$ cat src/rtl/opnd_pkg.sv
package opnd_pkg;

    typedef enum logic [3:0] {
        AM_REG   = 4'd0,
        AM_IMM   = 4'd1,
        AM_DISP  = 4'd2,
        AM_RIND  = 4'd3,
        AM_INDEX = 4'd4,
        AM_ABS   = 4'd5,
        AM_MIND  = 4'd6,
        AM_AINC  = 4'd7,
        AM_ADEC  = 4'd8,
        AM_SCALE = 4'd9
    } amode_e;

    typedef enum logic [2:0] {
        ST_IDLE,
        ST_CALC,
        ST_READ1,
        ST_READ2,
        ST_DONE,
        ST_BAD
    } seq_state_e;

endpackage

$ cat src/rtl/opnd_ea_calc.sv
module opnd_ea_calc
    import opnd_pkg::*;
#(
    parameter int DATA_W = 32,
    parameter int OFS_W  = 16
) (
    input  logic [3:0]        mode,
    input  logic [DATA_W-1:0] base,
    input  logic [DATA_W-1:0] index,
    input  logic [OFS_W-1:0]  disp,
    input  logic [OFS_W-1:0]  imm,
    input  logic [1:0]        size,
    output logic [DATA_W-1:0] ea,
    output logic [DATA_W-1:0] new_base,
    output logic [DATA_W-1:0] direct_val,
    output logic [1:0]        nreads,
    output logic              legal,
    output logic              upd
);

    localparam int EXT_W = DATA_W - OFS_W;

    logic [DATA_W-1:0] disp_x;
    logic [DATA_W-1:0] imm_x;
    logic [DATA_W-1:0] step;
    logic [DATA_W-1:0] scaled;
    logic [1:0]        shamt;

    // Sign extension of the short fields; the variant depends on the widths.
    generate
        if (EXT_W > 0) begin : g_ext
            assign disp_x = {{EXT_W{disp[OFS_W-1]}}, disp};
            assign imm_x  = {{EXT_W{imm[OFS_W-1]}}, imm};
        end else begin : g_noext
            assign disp_x = disp[DATA_W-1:0];
            assign imm_x  = imm[DATA_W-1:0];
        end
    endgenerate

    // Size code 3 is treated like code 2 (four bytes).
    assign shamt  = (size == 2'd3) ? 2'd2 : size;
    assign step   = {{(DATA_W-1){1'b0}}, 1'b1} << shamt;
    assign scaled = index << shamt;

    always_comb begin
        ea         = base;
        new_base   = base;
        direct_val = base;
        nreads     = 2'd1;
        legal      = 1'b1;
        upd        = 1'b0;
        case (amode_e'(mode))
            AM_REG: begin
                nreads = 2'd0;
            end
            AM_IMM: begin
                nreads     = 2'd0;
                direct_val = imm_x;
            end
            AM_DISP: begin
                ea = base + disp_x;
            end
            AM_RIND: begin
                ea = base;
            end
            AM_INDEX: begin
                ea = base + index;
            end
            AM_ABS: begin
                ea = disp_x;
            end
            AM_MIND: begin
                nreads = 2'd2;
            end
            AM_AINC: begin
                upd      = 1'b1;
                new_base = base + step;
            end
            AM_ADEC: begin
                upd      = 1'b1;
                new_base = base - step;
                ea       = base - step;
            end
            AM_SCALE: begin
                ea = base + disp_x + scaled;
            end
            default: begin
                legal  = 1'b0;
                nreads = 2'd0;
            end
        endcase
    end

endmodule

$ cat src/rtl/opnd_seq.sv
module opnd_seq
    import opnd_pkg::*;
#(
    parameter int DATA_W = 32,
    parameter int IDX_W  = 4,
    parameter int OFS_W  = 16
) (
    input  logic              clk,
    input  logic              rst_n,
    input  logic              start,
    input  logic [3:0]        mode_i,
    input  logic [IDX_W-1:0]  a_idx_i,
    input  logic [IDX_W-1:0]  b_idx_i,
    input  logic [OFS_W-1:0]  disp_i,
    input  logic [OFS_W-1:0]  imm_i,
    input  logic [1:0]        size_i,
    output logic [3:0]        mode_q,
    output logic [IDX_W-1:0]  a_idx_q,
    output logic [IDX_W-1:0]  b_idx_q,
    output logic [OFS_W-1:0]  disp_q,
    output logic [OFS_W-1:0]  imm_q,
    output logic [1:0]        size_q,
    input  logic [DATA_W-1:0] ea,
    input  logic [DATA_W-1:0] new_base,
    input  logic [DATA_W-1:0] direct_val,
    input  logic [1:0]        nreads,
    input  logic              legal,
    input  logic              upd,
    output logic              mem_req,
    output logic [DATA_W-1:0] mem_addr,
    input  logic              mem_valid,
    input  logic [DATA_W-1:0] mem_rdata,
    output logic              done,
    output logic [DATA_W-1:0] operand,
    output logic              bad_mode,
    output logic              wb_en,
    output logic [IDX_W-1:0]  wb_idx,
    output logic [DATA_W-1:0] wb_data
);

    seq_state_e        st_q, st_d;
    logic [DATA_W-1:0] addr_q;
    logic [DATA_W-1:0] opnd_q;
    logic [DATA_W-1:0] nbase_q;
    logic              chain_q;
    logic              upd_q;

    // State register
    always_ff @(posedge clk) begin
        if (!rst_n) st_q <= ST_IDLE;
        else        st_q <= st_d;
    end

    // Next-state logic
    always_comb begin
        st_d = st_q;
        unique case (st_q)
            ST_IDLE:  if (start) st_d = ST_CALC;
            ST_CALC: begin
                if (!legal)              st_d = ST_BAD;
                else if (nreads == 2'd0) st_d = ST_DONE;
                else                     st_d = ST_READ1;
            end
            ST_READ1: if (mem_valid) st_d = chain_q ? ST_READ2 : ST_DONE;
            ST_READ2: if (mem_valid) st_d = ST_DONE;
            ST_DONE:  st_d = ST_IDLE;
            ST_BAD:   st_d = ST_IDLE;
        endcase
    end

    // Request fields and datapath registers
    always_ff @(posedge clk) begin
        if (!rst_n) begin
            mode_q  <= '0;
            a_idx_q <= '0;
            b_idx_q <= '0;
            disp_q  <= '0;
            imm_q   <= '0;
            size_q  <= '0;
            addr_q  <= '0;
            opnd_q  <= '0;
            nbase_q <= '0;
            chain_q <= 1'b0;
            upd_q   <= 1'b0;
        end else begin
            case (st_q)
                ST_IDLE: begin
                    if (start) begin
                        mode_q  <= mode_i;
                        a_idx_q <= a_idx_i;
                        b_idx_q <= b_idx_i;
                        disp_q  <= disp_i;
                        imm_q   <= imm_i;
                        size_q  <= size_i;
                    end
                end
                ST_CALC: begin
                    addr_q  <= ea;
                    nbase_q <= new_base;
                    opnd_q  <= direct_val;
                    chain_q <= (nreads == 2'd2);
                    upd_q   <= legal && upd;
                end
                ST_READ1: begin
                    if (mem_valid) begin
                        if (chain_q) addr_q <= mem_rdata;
                        else         opnd_q <= mem_rdata;
                    end
                end
                ST_READ2: begin
                    if (mem_valid) opnd_q <= mem_rdata;
                end
                default: begin
                end
            endcase
        end
    end

    // Outputs
    always_comb begin
        mem_req  = (st_q == ST_READ1) || (st_q == ST_READ2);
        mem_addr = addr_q;
        done     = (st_q == ST_DONE);
        bad_mode = (st_q == ST_BAD);
        operand  = opnd_q;
        wb_en    = (st_q == ST_DONE) && upd_q;
        wb_idx   = a_idx_q;
        wb_data  = nbase_q;
    end

    // Request held steady until the memory answers
    assert_req_hold_R9: assert property (@(posedge clk) disable iff (!rst_n)
        (mem_req && !mem_valid) |=> (mem_req && $stable(mem_addr)));

    // Operand strobe lasts one cycle
    assert_done_pulse_R10: assert property (@(posedge clk) disable iff (!rst_n)
        done |=> !done);

    // Write-back only alongside the operand strobe
    assert_wb_with_done_R11: assert property (@(posedge clk) disable iff (!rst_n)
        wb_en |-> done);

    // Illegal code never follows a memory read
    assert_bad_no_read_R8: assert property (@(posedge clk) disable iff (!rst_n)
        bad_mode |-> !$past(mem_req));

    // Pre-decrement reads at the already updated base
    assert_adec_addr_R6: assert property (@(posedge clk) disable iff (!rst_n)
        (mem_req && (mode_q == AM_ADEC)) |-> (mem_addr == nbase_q));

    // New start while busy leaves the captured request alone
    assert_busy_ignore_R12: assert property (@(posedge clk) disable iff (!rst_n)
        (start && (st_q != ST_IDLE)) |=> ($stable(mode_q) && $stable(a_idx_q)));

endmodule

$ cat src/rtl/opnd_addr_unit.sv
module opnd_addr_unit
    import opnd_pkg::*;
#(
    parameter int DATA_W = 32,
    parameter int IDX_W  = 4,
    parameter int OFS_W  = 16
) (
    input  logic              clk,
    input  logic              rst_n,
    input  logic              start,
    input  logic [3:0]        mode,
    input  logic [IDX_W-1:0]  base_sel,
    input  logic [IDX_W-1:0]  index_sel,
    input  logic [OFS_W-1:0]  disp,
    input  logic [OFS_W-1:0]  imm,
    input  logic [1:0]        size,
    output logic [IDX_W-1:0]  rf_sel_a,
    input  logic [DATA_W-1:0] rf_data_a,
    output logic [IDX_W-1:0]  rf_sel_b,
    input  logic [DATA_W-1:0] rf_data_b,
    output logic              mem_req,
    output logic [DATA_W-1:0] mem_addr,
    input  logic              mem_valid,
    input  logic [DATA_W-1:0] mem_rdata,
    output logic              done,
    output logic [DATA_W-1:0] operand,
    output logic              bad_mode,
    output logic              wb_en,
    output logic [IDX_W-1:0]  wb_sel,
    output logic [DATA_W-1:0] wb_data
);

    logic [3:0]        mode_q;
    logic [IDX_W-1:0]  a_idx_q;
    logic [IDX_W-1:0]  b_idx_q;
    logic [OFS_W-1:0]  disp_q;
    logic [OFS_W-1:0]  imm_q;
    logic [1:0]        size_q;
    logic [DATA_W-1:0] ea;
    logic [DATA_W-1:0] new_base;
    logic [DATA_W-1:0] direct_val;
    logic [1:0]        nreads;
    logic              legal;
    logic              upd;

    assign rf_sel_a = a_idx_q;
    assign rf_sel_b = b_idx_q;

    opnd_ea_calc #(
        .DATA_W (DATA_W),
        .OFS_W  (OFS_W)
    ) u_calc (
        .mode       (mode_q),
        .base       (rf_data_a),
        .index      (rf_data_b),
        .disp       (disp_q),
        .imm        (imm_q),
        .size       (size_q),
        .ea         (ea),
        .new_base   (new_base),
        .direct_val (direct_val),
        .nreads     (nreads),
        .legal      (legal),
        .upd        (upd)
    );

    opnd_seq #(
        .DATA_W (DATA_W),
        .IDX_W  (IDX_W),
        .OFS_W  (OFS_W)
    ) u_seq (
        .clk        (clk),
        .rst_n      (rst_n),
        .start      (start),
        .mode_i     (mode),
        .a_idx_i    (base_sel),
        .b_idx_i    (index_sel),
        .disp_i     (disp),
        .imm_i      (imm),
        .size_i     (size),
        .mode_q     (mode_q),
        .a_idx_q    (a_idx_q),
        .b_idx_q    (b_idx_q),
        .disp_q     (disp_q),
        .imm_q      (imm_q),
        .size_q     (size_q),
        .ea         (ea),
        .new_base   (new_base),
        .direct_val (direct_val),
        .nreads     (nreads),
        .legal      (legal),
        .upd        (upd),
        .mem_req    (mem_req),
        .mem_addr   (mem_addr),
        .mem_valid  (mem_valid),
        .mem_rdata  (mem_rdata),
        .done       (done),
        .operand    (operand),
        .bad_mode   (bad_mode),
        .wb_en      (wb_en),
        .wb_idx     (wb_sel),
        .wb_data    (wb_data)
    );

endmodule

$ cat config.mk
export PLATFORM = sky130hd
export DESIGN_NAME = opnd_addr_unit
export DESIGN_NICKNAME = d
export VERILOG_FILES = /design/src/rtl/opnd_pkg.sv /design/src/rtl/opnd_ea_calc.sv /design/src/rtl/opnd_seq.sv /design/src/rtl/opnd_addr_unit.sv
export SDC_FILE = /design/constraint.sdc
export NUM_CORES = 1
export LEC_CHECK = 0
export BUFFER_PORTS_ARGS = -buffer_cell sky130_fd_sc_hd__clkbuf_2
export CORE_UTILIZATION = 40
export DETAILED_ROUTE_END_ITERATION = 16
export PLACE_DENSITY = 0.6
export SYNTH_ARGS = -nofsm -noshare
export SYNTH_HDL_FRONTEND = slang
export SYNTH_SLANG_ARGS = --single-unit
$ cat constraint.sdc
create_clock -name clk -period 8.05 [get_ports clk]
set_clock_uncertainty 0.15 [all_clocks]
set_input_delay 0.4025 -clock clk [delete_from_list [all_inputs] [get_ports clk]]
set_output_delay 0.4025 -clock clk [all_outputs]
set_load 0.02 [all_outputs]
==> flow_metrics.tcl, run 1 <==
set metrics [dict create \
    nets 2499 \
    grt_pass1_vias 16172 \
    cts_root_buf "clkbuf_16" \
    grt_usage_pct 32.8 \
    peakVddDrop_mv 0.155 \
    yosysWarnings 0 \
    clkPwrFrac_pct 26.9 \
    firstDrtPassIters 6 \
    cp-end-kind "register" \
    diodes 0 \
    pwr-share-seq_pct 26.7 \
    max-cap-violations 0 \
    ctsResizeCount 0 \
    leakagePower_uw 0.00692 \
    synth_fp_nets 2358 \
    overflow 0 \
    post-place-ws_ns 2.32 \
    postSynthCellCount 2106 \
    die_h_microns 194 \
    async_reset_ff_share_pct 0 \
    slew_headroom_pct 25.1 \
    drive_above_1_share_pct 15.8 \
    ys.flop_type "dfxtp_1" \
    start_util_pct 41.0 \
    rows 69 \
    drv_slew 0 \
    p_sw_uw 1420 \
    wl_mm 63.1 \
    status "complete, no violations" \
    worstPathRequired_ns 8.27 \
    cts_made_buffers 17 \
    area_delta_synth_final_pct 14.2 \
    p_sw_share_pct 44.0 \
    max_freq_mhz 178 \
    yosysUniqueCellTypes 82 \
    clock_latency_ns 0.45 \
    clk_transition_reported_paths_ns 0.08 \
    antenna_left 0 \
    cts_tree "yes" \
    wl_per_cell_microns 23.2 \
    initialDrtViolationCount 1574 \
    mappedNetlistArea_sq_um 14700 \
    clk_path_buf_depth 2 \
    ctsHoldBuffers 0 \
    power_uw 3240 \
    path_max_fanout 9 \
    p_int_uw 1810 \
    ys_ff_latch 147 \
    finalSetupTns_ns 0 \
    finalHoldViolCount 0 \
    die_w_microns 194 \
    via_count 17091 \
    post-cts-setup-buffers 0 \
    die_area_sq_um 37500 \
    period_share_pct 69.7 \
    rsz0062_at_grt "false" \
    avgViaCountPerCell 6.28 \
    finalSetupViolCount 0 \
    seq_area_frac_synth_pct 20.0 \
    grt_pass1_wl_mm 95.8 \
    io_buffers 257 \
    routabilityCongestion 0.966 \
    max_slew.worst_pin.slew_ns 1.12 \
    dpl.hpwl_mm 48.0 \
    final_common_cell "nand2_1" \
    fillers 3733 \
    power_density_nw_per_um2 193 \
    setup_ws_ns 2.44 \
    critical_path_class "reg -> reg" \
    final_cell_mix "305 x nand2_1, 257 x clkbuf_2, 237 x a21oi_1, 172 x nor2_1, 145 x dfxtp_1" \
    drc 0 \
    grt_max_degree 70 \
    combPwrFrac_pct 46.5 \
    htreeDepth 4 \
    worstPathArrival_ns 5.83 \
    min_period_ns 5.61 \
    synth-edff-count 0 \
    critPathLaunchType "register" \
    cts.sinks 147 \
    antenna_found_initial 0 \
    synth_area_per_cell_sq_um 6.98 \
    ios 258 \
    core_area_sq_um 35800 \
    hp-class "in -> reg" \
]
[routing by layer]
| metal | track usage [%] | routed length (microns) | vias up |
|---|---|---|---|
| li1 | - | - | 8042 |
| met1 | 40.6 | 25800 | 8077 |
| met2 | 55.9 | 29800 | 813 |
| met3 | 4.04 | 4270 | 159 |
| met4 | 16.6 | 3150 | 0 |
| met5 | 0 | 0 | - |
[final timing paths]
check / startpoint / cells past startpoint / slack [ns] / endpoint
min: base_sel[2] / 3 / 0.03 / u_seq.a_idx_q[2]$_SDFFE_PN0P_
min reg2reg: u_seq.wb_data[6]$_SDFFE_PN0N_ / 2 / 0.30 / u_seq.wb_data[6]$_SDFFE_PN0N_
max reg2reg: u_seq.disp_q[0]$_SDFFE_PN0P_ / 19 / 2.44 / u_seq.mem_addr[31]$_SDFFE_PN0P_
max: u_seq.disp_q[0]$_SDFFE_PN0P_ / 19 / 2.44 / u_seq.mem_addr[31]$_SDFFE_PN0P_
[through the flow]
stage	utilization, %	hold slack (ns)	instances	instance area [sq um]
after global placement	45.1	0.291	2689	16200
after global routing	46.8	0.0182	2721	16800
after CTS	46.8	0.0157	2721	16800
after detailed placement	45.1	0.297	2689	16200
final	46.8	0.0266	2721	16800
after floorplan	-	0.282	2106	14700
[cell usage after synthesis, drive strengths merged (17+ instances only)]
cell type,instances,area (sq um)
clkbuf,140,526
or3,19,124
dfxtp,147,2940
o21ai,142,711
a221oi,17,149
nand4,30,188
a21o,42,315
inv,48,180
o21a,18,135
buf,17,95.1
nand2b,31,194
o211ai,31,233
nand2,305,1140
nor2,175,657
nor3,69,345
nand3,54,270
mux2i,39,390
xnor2,67,587
a31oi,27,169
a311oi,25,219
a21oi,239,1200
ha,101,1260
xor2,43,377
a211oi,46,345
[cell type report]
| cell class | instances | area [sq um] | share of cell area, % |
|---|---|---|---|
| clock buffer | 19 | 453 | 2.70 |
| clock inverter | 13 | 164 | 0.977 |
| inverter | 49 | 186 | 1.11 |
| multi-input combinational | 1753 | 11000 | 65.6 |
| sequential | 147 | 2950 | 17.6 |
| tap | 461 | 577 | 3.44 |
| timing repair buffer | 279 | 1450 | 8.65 |
[worst max-delay path, cell delays in order (launching register included)]
cell      delay, ns
dfxtp_1        0.33
ha_1           0.23
fa_1           0.44
a211oi_1       0.31
o21ai_0        0.26
a31oi_1        0.42
a311oi_1       0.22
o41ai_1        0.64
or2_2          0.27
nand2_1        0.08
xnor2_1        0.15
ha_1           0.44
nand3_1        0.12
or4_1          0.44
o22ai_1        0.15
a21oi_1        0.10
a21oi_1        0.29
nor3b_1        0.22
o21bai_1       0.09
a32oi_1        0.17
[power groups by stage]
stage                     Clock, uW  Combinational [uW]  Sequential (uW)
after CTS                       875                1480              861
after detailed placement          0                1470              877
after global routing            910                1620              870
final                           869                1500              863
after floorplan                   0                 966              910
after global placement            0                1470              876
[kinds of logic (layout without fill, tap and decap cells)]
group	after synthesis	in the layout	synth area share [%]
flip-flops	147	147	20.0
other	2	2	0.0511
AND/OR/NAND/NOR	762	762	23.8
adder cells (fa/ha/maj)	106	106	9.28
buffers and inverters	206	360	5.47
XOR/XNOR	110	110	6.56
AO/OA/AOI/OAI	732	732	32.0
multiplexers	41	41	2.81
[registers in the layout, indices dropped and copies added (netlist names), 4 cells and up]
register,flops
u_seq.mode_q,4
u_seq.wb_data,32
u_seq.operand,32
u_seq.mem_addr,32
u_seq.a_idx_q,4
u_seq.b_idx_q,4
u_seq.imm_q,16
u_seq.disp_q,16
Note: power is estimated with default switching activity, not from simulation.
==> inputs of run 2 (changes only) <==
==> constraint.sdc (replaced) <==
create_clock -name clk -period 5.2 [get_ports clk]
set_clock_uncertainty 0.15 [all_clocks]
set_input_delay 0.26 -clock clk [delete_from_list [all_inputs] [get_ports clk]]
set_output_delay 0.26 -clock clk [all_outputs]
set_load 0.02 [all_outputs]
==> flow_metrics.tcl, run 2 (synthesis results as in run 1) <==
set metrics [dict create \
    max_freq_mhz 203 \
    hold_start "mem_rdata[9]" \
    max_slew.worst_pin.slew_ns 1.13 \
    grt_usage_pct 34.2 \
    clk_path_buf_depth 2 \
    start_util_pct 41.0 \
    wl_per_cell_microns 23.1 \
    path_max_fanout 5 \
    antenna_found_initial 1 \
    r2r-start "u_seq.disp_q[0]$_SDFFE_PN0P_" \
    avgViaCountPerCell 6.15 \
    die_area_sq_um 37500 \
    startpoint "u_seq.disp_q[0]$_SDFFE_PN0P_" \
    critPathLaunchType "register" \
    cp_slowest_stage_delay_ns 0.44 \
    grt_use_met2_pct 57.2 \
    initialDrtViolationCount 1569 \
    fin_area_sq_um 17700 \
    cp_num_buf_inv 1 \
    setup_ws_ns 0.279 \
    drv_slew 0 \
    routabilityCongestion 1.01 \
    cp-end-kind "register" \
    area_delta_synth_final_pct 20.6 \
    slew_headroom_pct 24.4 \
    worstPathCellList "ha_1 -> fa_1 -> a211oi_2 -> o21ai_2 -> a31oi_4 -> a311oi_1 -> o41ai_1 -> buf_4 -> or2_2 -> nand2_1 -> xnor2_1 -> ha_1 -> nand3_1 -> or4_1 -> o22ai_1 -> a21oi_1 -> nor2b_1 -> nor4b_1 -> a211oi_1 -> a311oi_1" \
    grt_pass1_vias 16709 \
    max-cap-violations 0 \
    antenna_left 0 \
    worstPathArrival_ns 5.12 \
    final_cell_mix "305 x nand2_1, 257 x clkbuf_2, 235 x a21oi_1, 173 x nor2_1, 145 x dfxtp_1" \
    finalHoldViolCount 0 \
    grt_pass1_wl_mm 99.2 \
    via_count 17404 \
    clock_latency_ns 0.45 \
    busiest_layer "met2" \
    peakVddDrop_mv 0.238 \
    power_density_nw_per_um2 287 \
    drive_above_1_share_pct 17.4 \
    cts_root_buf "clkbuf_16" \
    core_area_sq_um 35800 \
    die_h_microns 194 \
    status "complete, no violations" \
    leakagePower_uw 0.00740 \
    wl_mm 65.3 \
    finalSetupViolCount 0 \
    die_w_microns 194 \
    post-place-ws_ns -0.0170 \
    rsz0062_at_grt "false" \
    slowest_stage "fa_1" \
    dpl-instance-area_sq_um 16500 \
    period_share_pct 94.6 \
    finalSetupTns_ns 0 \
    cts_made_buffers 17 \
    use_met1_pct 41.9 \
    worstPathRequired_ns 5.40 \
    critical_path.top_delay_family "compound AO/OA/AOI/OAI gates" \
    dpl.hpwl_mm 50.3 \
    rows 69 \
    ios 258 \
    nets 2606 \
    critical_path_class "reg -> reg" \
    met3_usage_pct 4.84 \
    io_buffers 257 \
    drc 0 \
    grt_max_degree 63 \
    clk_transition_reported_paths_ns 0.08 \
    fillers 3649 \
    htreeDepth 4 \
    firstDrtPassIters 5 \
    whs_ns 0.0191 \
    hp-class "in -> reg" \
    overflow 0 \
    cts_tree "yes" \
    min_period_ns 4.92 \
    cts.sinks 147 \
    final_common_cell "nand2_1" \
]
## run 2: cell count changes in the layout (fill, tap and decap cells not counted), sizes merged
cell	previous run	this run
diode	0	1
bufinv	2	1
clkinvlp	2	1
clkinv	4	7
buf	22	74
clkbuf	276	275
dlygate4sd3	0	55
## run 2: what timing repair did
action,in CTS,in global routing
buffers inserted,0,1
setup endpoints to repair,0,12
endpoints found under the hold margin,55,0
gates resized for setup,0,9
hold buffers,55,0
## run 2: final timing paths
check,end,slack [ns],cells after the start
setup / recovery,u_seq.mem_addr[27]$_SDFFE_PN0P_,0.28,20
hold / removal,u_seq.mem_addr[9]$_SDFFE_PN0P_,0.02,3
setup reg to reg,u_seq.mem_addr[27]$_SDFFE_PN0P_,0.28,20
hold reg to reg,u_seq.wb_data[5]$_SDFFE_PN0N_,0.30,2
## run 2: worst min-delay path, delay by kind of cell
kind / cells / cell delay, ns
AOI/OAI and AO/OA: 2 / 0.19
buffers and inverters: 1 / 0.11
## run 2: routing by layer
metal	vias up	part of all wire, %
met3	194	6.1
met4	0	5.9
met1	8178	41
li1	8235	-
met2	797	47
met5	-	0
## run 2: per-stage QoR
stage | total power [uW] | util, % | instances
after global routing | 5360 | 49.5 | 2828
after floorplan | 2900 | - | 2106
after detailed placement | 3710 | 46.2 | 2740
after global placement | 3710 | 46.2 | 2740
after CTS | 5040 | 49.3 | 2827
final | 5080 | 49.5 | 2829
## run 2: cell type report
class / count / area (sq um) / area share [%]
Sequential cell: 147 / 2950 / 16.6
Inverter: 49 / 186 / 1.05
Clock buffer: 18 / 439 / 2.48
Clock inverter: 14 / 145 / 0.819
Timing Repair Buffer: 386 / 2390 / 13.5
Tap cell: 461 / 577 / 3.26
Multi-Input combinational cell: 1753 / 11000 / 62.3
Antenna cell: 1 / 2.50 / 0.0141
## run 2: power by group
part / internal [uW] / switching [uW]
Combinational: 904 / 1550
Sequential: 1230 / 96.4
Clock: 688 / 604
